**src/rtl/tmbx_pkg.sv**
```systemverilog
package tmbx_pkg;
   // byte address of data word k, given the base of the data block
   function automatic int word_addr(input int base, input int k);
      return base + 4 * k;
   endfunction

   // source that wins a same-cycle write to one register
   typedef enum logic [1:0] {
      SRC_NONE = 2'd0,
      SRC_PROD = 2'd1,
      SRC_CONS = 2'd2
   } wr_src_e;
endpackage

```
**src/rtl/tmbx_decode.sv**
```systemverilog
module tmbx_decode #(
   parameter int ADDR_W   = 8,
   parameter int N_WORDS  = 4,
   parameter int TAG_OFS  = 'h40,
   parameter int DATA_OFS = 'h48
) (
   input  logic [ADDR_W-1:0]  addr,
   output logic               tag_hit,
   output logic [N_WORDS-1:0] word_hit
);
   import tmbx_pkg::*;

   assign tag_hit = (addr == ADDR_W'(TAG_OFS));

   for (genvar g = 0; g < N_WORDS; g++) begin : g_word
      assign word_hit[g] = (addr == ADDR_W'(word_addr(DATA_OFS, g)));
   end
endmodule

```
**src/rtl/tmbx_words.sv**
```systemverilog
module tmbx_words #(
   parameter int DATA_W  = 32,
   parameter int N_WORDS = 4
) (
   input  logic                            clk,
   input  logic                            rst_n,
   input  logic                            locked,
   input  logic                            prod_wr,
   input  logic [N_WORDS-1:0]              prod_hit,
   input  logic [DATA_W-1:0]               prod_wdata,
   input  logic                            cons_wr,
   input  logic [N_WORDS-1:0]              cons_hit,
   input  logic [DATA_W-1:0]               cons_wdata,
   output logic [N_WORDS-1:0][DATA_W-1:0]  word_q
);
   import tmbx_pkg::*;

   for (genvar g = 0; g < N_WORDS; g++) begin : g_word
      wr_src_e src;

      always_comb begin
         if (cons_wr && cons_hit[g])
            src = SRC_CONS;
         else if (prod_wr && prod_hit[g] && !locked)
            src = SRC_PROD;
         else
            src = SRC_NONE;
      end

      always_ff @(posedge clk or negedge rst_n) begin
         if (!rst_n)
            word_q[g] <= '0;
         else if (src == SRC_CONS)
            word_q[g] <= cons_wdata;
         else if (src == SRC_PROD)
            word_q[g] <= prod_wdata;
      end
   end
endmodule

```
**src/rtl/tmbx_tag.sv**
```systemverilog
module tmbx_tag #(
   parameter int DATA_W   = 32,
   parameter int FLAG_BIT = 31
) (
   input  logic              clk,
   input  logic              rst_n,
   input  logic              prod_wr,
   input  logic              prod_hit,
   input  logic [DATA_W-1:0] prod_wdata,
   input  logic              cons_wr,
   input  logic              cons_hit,
   input  logic [DATA_W-1:0] cons_wdata,
   output logic [DATA_W-1:0] tag_q,
   output logic              committed
);
   always_ff @(posedge clk or negedge rst_n) begin
      if (!rst_n)
         tag_q <= '0;
      else if (cons_wr && cons_hit)
         tag_q <= cons_wdata;
      else if (prod_wr && prod_hit)
         tag_q <= prod_wdata;
   end

   assign committed = tag_q[FLAG_BIT];
endmodule

```
**src/rtl/tagged_mbox.sv**
```systemverilog
module tagged_mbox #(
   parameter int DATA_W   = 32,
   parameter int ADDR_W   = 8,
   parameter int N_WORDS  = 4,
   parameter int TAG_OFS  = 'h40,
   parameter int DATA_OFS = 'h48,
   parameter int FLAG_BIT = 31
) (
   input  logic              clk,
   input  logic              rst_n,
   input  logic              prod_wr,
   input  logic [ADDR_W-1:0] prod_addr,
   input  logic [DATA_W-1:0] prod_wdata,
   input  logic              cons_wr,
   input  logic [ADDR_W-1:0] cons_addr,
   input  logic [DATA_W-1:0] cons_wdata,
   input  logic [ADDR_W-1:0] rd_addr,
   output logic [DATA_W-1:0] rd_data,
   output logic              full,
   output logic              empty
);
   localparam int LAST_OFS = DATA_OFS + 4 * (N_WORDS - 1);

   if (FLAG_BIT >= DATA_W) begin : g_bad_flag
      $error("FLAG_BIT must lie inside the data word");
   end
   if (N_WORDS < 1) begin : g_bad_words
      $error("N_WORDS must be at least one");
   end
   if (LAST_OFS >= (1 << ADDR_W)) begin : g_bad_span
      $error("data words do not fit the address space");
   end
   if (TAG_OFS >= DATA_OFS && TAG_OFS <= LAST_OFS) begin : g_bad_overlap
      $error("tag offset overlaps the data words");
   end

   logic                           p_tag_hit, c_tag_hit, r_tag_hit;
   logic [N_WORDS-1:0]             p_word_hit, c_word_hit, r_word_hit;
   logic [N_WORDS-1:0][DATA_W-1:0] word_q;
   logic [DATA_W-1:0]              tag_q;
   logic                           committed;

   tmbx_decode #(.ADDR_W(ADDR_W), .N_WORDS(N_WORDS), .TAG_OFS(TAG_OFS),
                 .DATA_OFS(DATA_OFS))
      u_dec_prod (.addr(prod_addr), .tag_hit(p_tag_hit), .word_hit(p_word_hit));

   tmbx_decode #(.ADDR_W(ADDR_W), .N_WORDS(N_WORDS), .TAG_OFS(TAG_OFS),
                 .DATA_OFS(DATA_OFS))
      u_dec_cons (.addr(cons_addr), .tag_hit(c_tag_hit), .word_hit(c_word_hit));

   tmbx_decode #(.ADDR_W(ADDR_W), .N_WORDS(N_WORDS), .TAG_OFS(TAG_OFS),
                 .DATA_OFS(DATA_OFS))
      u_dec_rd (.addr(rd_addr), .tag_hit(r_tag_hit), .word_hit(r_word_hit));

   tmbx_words #(.DATA_W(DATA_W), .N_WORDS(N_WORDS)) u_words (
      .clk        (clk),
      .rst_n      (rst_n),
      .locked     (committed),
      .prod_wr    (prod_wr),
      .prod_hit   (p_word_hit),
      .prod_wdata (prod_wdata),
      .cons_wr    (cons_wr),
      .cons_hit   (c_word_hit),
      .cons_wdata (cons_wdata),
      .word_q     (word_q)
   );

   tmbx_tag #(.DATA_W(DATA_W), .FLAG_BIT(FLAG_BIT)) u_tag (
      .clk        (clk),
      .rst_n      (rst_n),
      .prod_wr    (prod_wr),
      .prod_hit   (p_tag_hit),
      .prod_wdata (prod_wdata),
      .cons_wr    (cons_wr),
      .cons_hit   (c_tag_hit),
      .cons_wdata (cons_wdata),
      .tag_q      (tag_q),
      .committed  (committed)
   );

   always_comb begin
      rd_data = '0;
      if (r_tag_hit)
         rd_data = tag_q;
      for (int i = 0; i < N_WORDS; i++) begin
         if (r_word_hit[i])
            rd_data = word_q[i];
      end
   end

   assign full  = committed;
   assign empty = ~committed;
endmodule

```
**config.mk**
```make
export PLATFORM = sky130hd
export DESIGN_NAME = tagged_mbox
export DESIGN_NICKNAME = d
export VERILOG_FILES = /design/src/rtl/tmbx_pkg.sv /design/src/rtl/tmbx_decode.sv /design/src/rtl/tmbx_words.sv /design/src/rtl/tmbx_tag.sv /design/src/rtl/tagged_mbox.sv
export SDC_FILE = /design/constraint.sdc
export NUM_CORES = 1
export LEC_CHECK = 0
export BUFFER_PORTS_ARGS = -buffer_cell sky130_fd_sc_hd__buf_2
export CAP_MARGIN = 40
export CORE_UTILIZATION = 35
export CTS_CLUSTER_DIAMETER = 50
export DETAILED_ROUTE_END_ITERATION = 10
export PLACE_DENSITY_LB_ADDON = 0.05
export SLEW_MARGIN = 15
export SYNTH_ARGS = -nofsm -noshare
export SYNTH_HDL_FRONTEND = slang
export SYNTH_SLANG_ARGS = --single-unit
```
**constraint.sdc**
```tcl
create_clock -name clk -period 1.6 [get_ports clk]
set_input_delay 0.16 -clock clk [delete_from_list [all_inputs] [get_ports clk]]
set_output_delay 0.16 -clock clk [all_outputs]
set_load 0.05 [all_outputs]
```
* Word level (Yosys, flattened, before mapping)
Cells that the tools add are included.
** Operators by class
- Multiplexer cells :: 23
- Equality and inequality tests :: 23
- Bitwise gates (word level) :: 1
- Reductions and logical operators :: 20
** Operators with widths (number)
- 32-bit 2-to-1 mux :: 15
- 8-bit by 7-bit == test with 1-bit output, second input constant :: 15
- 1-bit logical AND :: 14
- 2-bit nonzero test :: 5
- 2-bit by 1-bit == test with 1-bit output, second input constant :: 4
- 2-bit == test, second input constant :: 4
- 2-bit 2-to-1 mux :: 4
- 1-bit 2-to-1 mux :: 4
- 1-bit logical NOT :: 1
- 1-bit inverter :: 1
** Storage, ports and cells
- Input port bits :: 92
- Register bits :: 160

* Depth between registers and ports, before layout
- Depth after elaboration :: 8
- Depth in mapped cells :: 6

* By module
From an unflattened synthesis, not the netlist that was laid out.
** Second synthesis, totals
- Cells, all modules :: 833
- Area, all modules :: 9913.3 sq um
** Modules (own cells, without submodules)
- tmbx_words :: instances 1, seq. area each 3203.1 sq um, cells each 418, area an instance 6421.2 sq um
- tmbx_tag :: instances 1, seq. area each 800.8 sq um, cells each 195, area an instance 2140.8 sq um
- tagged_mbox :: instances 1, seq. area each 0.0 sq um, cells each 190, area an instance 1088.5 sq um
- tmbx_decode :: instances 3, seq. area each 0.0 sq um, cells each 10, area an instance 87.6 sq um

* Worst setup path before layout
Ideal clock, no wire load.
- Path type :: input-to-output
- Start :: input port rd_addr[7]
- End :: output port rd_data[10]
- Slack :: -773 ps
- Cell stages on the path :: 5
- Data required time :: 1440 ps
- Arrival :: 2213 ps
- Cell sequence :: or3b_4 > or4b_1 > buf_2 > clkbuf_1 > a21oi_1
** Between the ends
- Longest elaborated chain between the ends :: 6
- Elaborated cells between the ends (all ways) :: 10
- Classes of those cells :: eq/ne: 5; mux: 5
** Ends and longest elaborated chain
- start: declaration :: RTL line tagged_mbox.sv:17 : input logic [ADDR_W-1:0] rd_addr,
- 8-bit by 7-bit == test with 1-bit output :: RTL line tmbx_decode.sv:13 : assign tag_hit = (addr == ADDR_W'(TAG_OFS));
- 32-bit 2-to-1 mux :: RTL line tagged_mbox.sv:83 : if (r_tag_hit)
- 32-bit 2-to-1 mux (3 in series) :: RTL line tagged_mbox.sv:86 : if (r_word_hit[i])
- 32-bit 2-to-1 mux * :: RTL line tagged_mbox.sv:86
- end: declaration :: RTL line tagged_mbox.sv:18 : output logic [DATA_W-1:0] rd_data,
Mark *: on every way between the ends. The rest lies on a longest branch, timed or not.

* Worst setup path after layout
- Start :: input port rd_addr[7]
- End :: output port rd_data[13]
Same word-level chain as after synthesis.

==> summary.md <==
| Metric | Value |
|---|---|
| Starting DRT DRC Count | `between 600 and 700` |
| Via/cell ratio | `around 5.6` |
| Die width | `about 160 um` |
| Filler instances | `2420` |
| Multiplexer share of the synthesized area | `0.0392` |
| Worst-margin pin slew | `0.517 ns` |
| Power Total | `10700 uW` |
| Hold Crit Class | `in2reg` |
| Routability cong. | `between 0.7 and 0.8` |
| Syn_nets | `around 1.2k` |
| CP max FO | `27` |
| Slew Limit Fails | `0` |
| Total global-route track usage | `0.266` |
| I/O Buffers | `about 130` |
| H-tree level count | `4` |
| Synth Area in Compound Gates | `0.237` |
| Core Rows | `58` |
| CP max stage delay | `between 0.5 and 0.6 ns` |
| I/O Pins | `about 130` |
| RSZ-0062 raised after global routing | `yes` |
| Leakage dissipation | `0.00515 uW` |
| Final WS setup | `-0.559 ns` |
| Adder-cell share of the synthesized area | `0` |
| Worst path top cell family by delay | `simple AND/OR/NAND/NOR gates` |
| Simple-gate portion of the synthesized area | `0.229` |
| Buf/Inv on CP | `3` |
| Seq/Total Area, Yosys | `0.450` |
| CTS tree | `built` |
| GRT Residual Overflow | `0` |
| Final setup viols | `96` |
| Sequential Area | `around 4000 um^2` |
| Die area | `between 20000 and 30000 um^2` |
| CP Launch Type | `input port` |
| Total clock sinks | `between 150 and 200` |
| Endpoint class of the critical path | `output pin` |
| Most common cell in the netlist | `nand2_1` |
| Post-Syn Instances | `1093` |
| Count of cell types in the netlist | `33` |
| Status | `finished with violations` |
| 1st-pass router iterations | `5` |
| Dpl hpwl | `~21 mm` |
| Finished Cell Area | `12100 um^2` |
| Core Region | `25000 um^2` |
| # DRC | `0` |
| YS warnings | `0` |
| Synth Register Bits | `160` |
| Total wire length | `between 30 and 40 mm` |
| Min Hold Slack | `0.0231 ns` |
| Critical Path Slowest Stage Cell | `or4b_4` |
| Mean Syn Cell Area | `between 8 and 9 um^2` |
| Worst Clk Skew | `between 0.01 and 0.015 ns` |
| Largest net degree at the start of global routing | `65` |
| EDFF count, synth | `0` |
| Max Root-Sink Buffers | `2` |
| CTS clk-pin slew, worst paths | `around 0.070 ns` |
| Crit path kind | `in2out` |
| Dpl cell area | `around 11000 um^2` |
| Post-synthesis xor/xnor area fraction | `0` |
| Vias | `slightly below 9k` |
| Failing checks | `negative setup slack` |
| Leading area contributor after synthesis | `dfrtp_1` |
| Crit path DAT | `2.00 ns` |
| Largest family of logic cells by synthesized area | `compound AO/OA/AOI/OAI gates` |
| Layout cells sized above 1 | `0.314` |
| Rel. slew slack | `0.655` |
| Starting Density | `0.356` |
| Max Freq | `between 400 and 500 MHz` |
| Die Y | `approximately 160 um` |
| Dominant cells by area after synthesis | `dfrtp_1 45%, a31oi_1 11%, nand2_1 11%, nor2_1 6.8%, a21oi_1 5.4%` |
| CP cell instances | `buf_6 > or3b_4 > or4b_4 > buf_12 > a211oi_4 > a21oi_4 > buf_2` |
| Total CTS buffers | `17` |
| DR WL/cell | `between 20 and 25 um` |
| Async SR Flop Fraction | `1.00` |
| Final worst path period share | `1.35` |
| Yosys top cell area share | `0.450` |
| Number of global-route vias before repair | `slightly below 9k` |
| Area Overhead vs Synth | `36.5%` |
| Ys flop type | `dfrtp_1` |
| Initial antenna violation count | `3` |
| WP data required | `1.44 ns` |
| Mapped cell area | `a little under 9000 um^2` |
| Worst VDD drop | `0.000581 V` |
| Root buf cell | `clkbuf_16` |
| Hold Violations, Final | `0` |
| Area of the multi-input gates | `approximately 5200 um^2` |
| Max-Cap Viols | `0` |
| First-pass GRT wire length | `approximately 53 mm` |
| Pwr dens | `~900 nW/um^2` |
| Final worst path period need | `between 2 and 2.5 ns` |
| Insertion delay to the later sink of the worst-skew pair | `between 0.4 and 0.5 ns` |
| ANT nets after route | `0` |
| Synth cell count leaders | `258 x nand2_1, 161 x nor2_1, 160 x a31oi_1, 160 x dfrtp_1, 96 x a21oi_1` |
| Fin nets | `about 1.3k` |
report_power, final:
part	total [uW]	internal [uW]	switching [uW]	leakage [uW]
registers	4860	4530	322	0.00215
clock network	4440	2530	1910	0.000296
logic	1430	619	812	0.00270
path summary, 6_finish.rpt:
path	start	to	slack [ns]	cells past startpoint
worst max-delay path	rd_addr[7]	rd_data[13]	-0.56	7
worst max register to register	u_tag.tag_q[31]$_DFFE_PN0P_	u_words.word_q[40]$_DFFE_PN0P_	-0.14	6
worst min-delay path	prod_wdata[18]	u_words.word_q[50]$_DFFE_PN0P_	0.02	3
max in group asynchronous	rst_n	u_words.word_q[71]$_DFFE_PN0P_	0.79	3
min in group asynchronous	rst_n	u_words.word_q[3]$_DFFE_PN0P_	0.19	2
worst min register to register	u_words.word_q[74]$_DFFE_PN0P_	u_words.word_q[74]$_DFFE_PN0P_	0.51	2
sequential cells by signal (all words and copies together), names as in the netlist:
| signal | flops |
|---|---|
| u_tag.tag_q | 32 |
| u_words.word_q | 128 |
cell usage in the layout (no fill, tap or decap), types with 25 or more instances in the layout:
master / n
a22oi_1: 31
buf_2: 107
a21oi_1: 55
nor2b_1: 36
buf_12: 27
dfrtp_1: 159
a21oi_4: 32
a211oi_4: 25
mux2_2: 31
a31oi_1: 160
nor2_1: 161
buf_4: 62
nand2_1: 240
cells by family after synthesis:
logic type | Yosys count
DFF | 160
and+or+nand+nor | 483
muxes | 31
buffers and inverters | 98
AOI/OAI and AO/OA | 321
stage by stage:
| step | setup slack (ns) | utilization | cells | setup TNS, ns |
|---|---|---|---|---|
| CTS | -0.567 | 0.468 | 1572 | -16.86 |
| finish | -0.559 | 0.485 | 1582 | -21.65 |
| global route | -0.594 | 0.485 | 1582 | -26.63 |
| detailed placement | -0.596 | 0.436 | 1536 | -20.94 |
| floorplan | -0.301 | - | 1093 | -10.35 |
| global placement | -0.593 | 0.436 | 1536 | -21.36 |
cell type report:
type                    instances  share of cell area
diodes                          2            0.000412
clock buffers                  18              0.0361
clock inverters                14              0.0146
inverters                       1            0.000309
multi-input cells             835               0.430
flip-flops and latches        160               0.330
well taps                     330              0.0340
repair buffers                222               0.155
routing by layer:
metal	wire length, um	GRT usage	up-vias
met3	2260	0.0416	33
met4	516	0.0716	2
li1	-	-	4100
met1	15800	0.376	4423
met5	12	0	-
met2	16000	0.422	332
worst register-to-register path: stages, from the launching register on:
cell and delay [ns]:
dfrtp_2 0.45, nor4b_4 0.31, buf_4 0.18, and3_4 0.28
clkbuf_16 0.21, nand2_1 0.07, a31oi_1 0.16
what timing repair did:
item	in CTS	in global routing
setup buffers	2	2
gates cloned	1	6
gates resized for setup	34	75
setup endpoints to repair	34	103
pin swaps	4	8
endpoints found under the hold margin	141	0
hold buffers	1	0
Power figures use the tool's default switching activity.
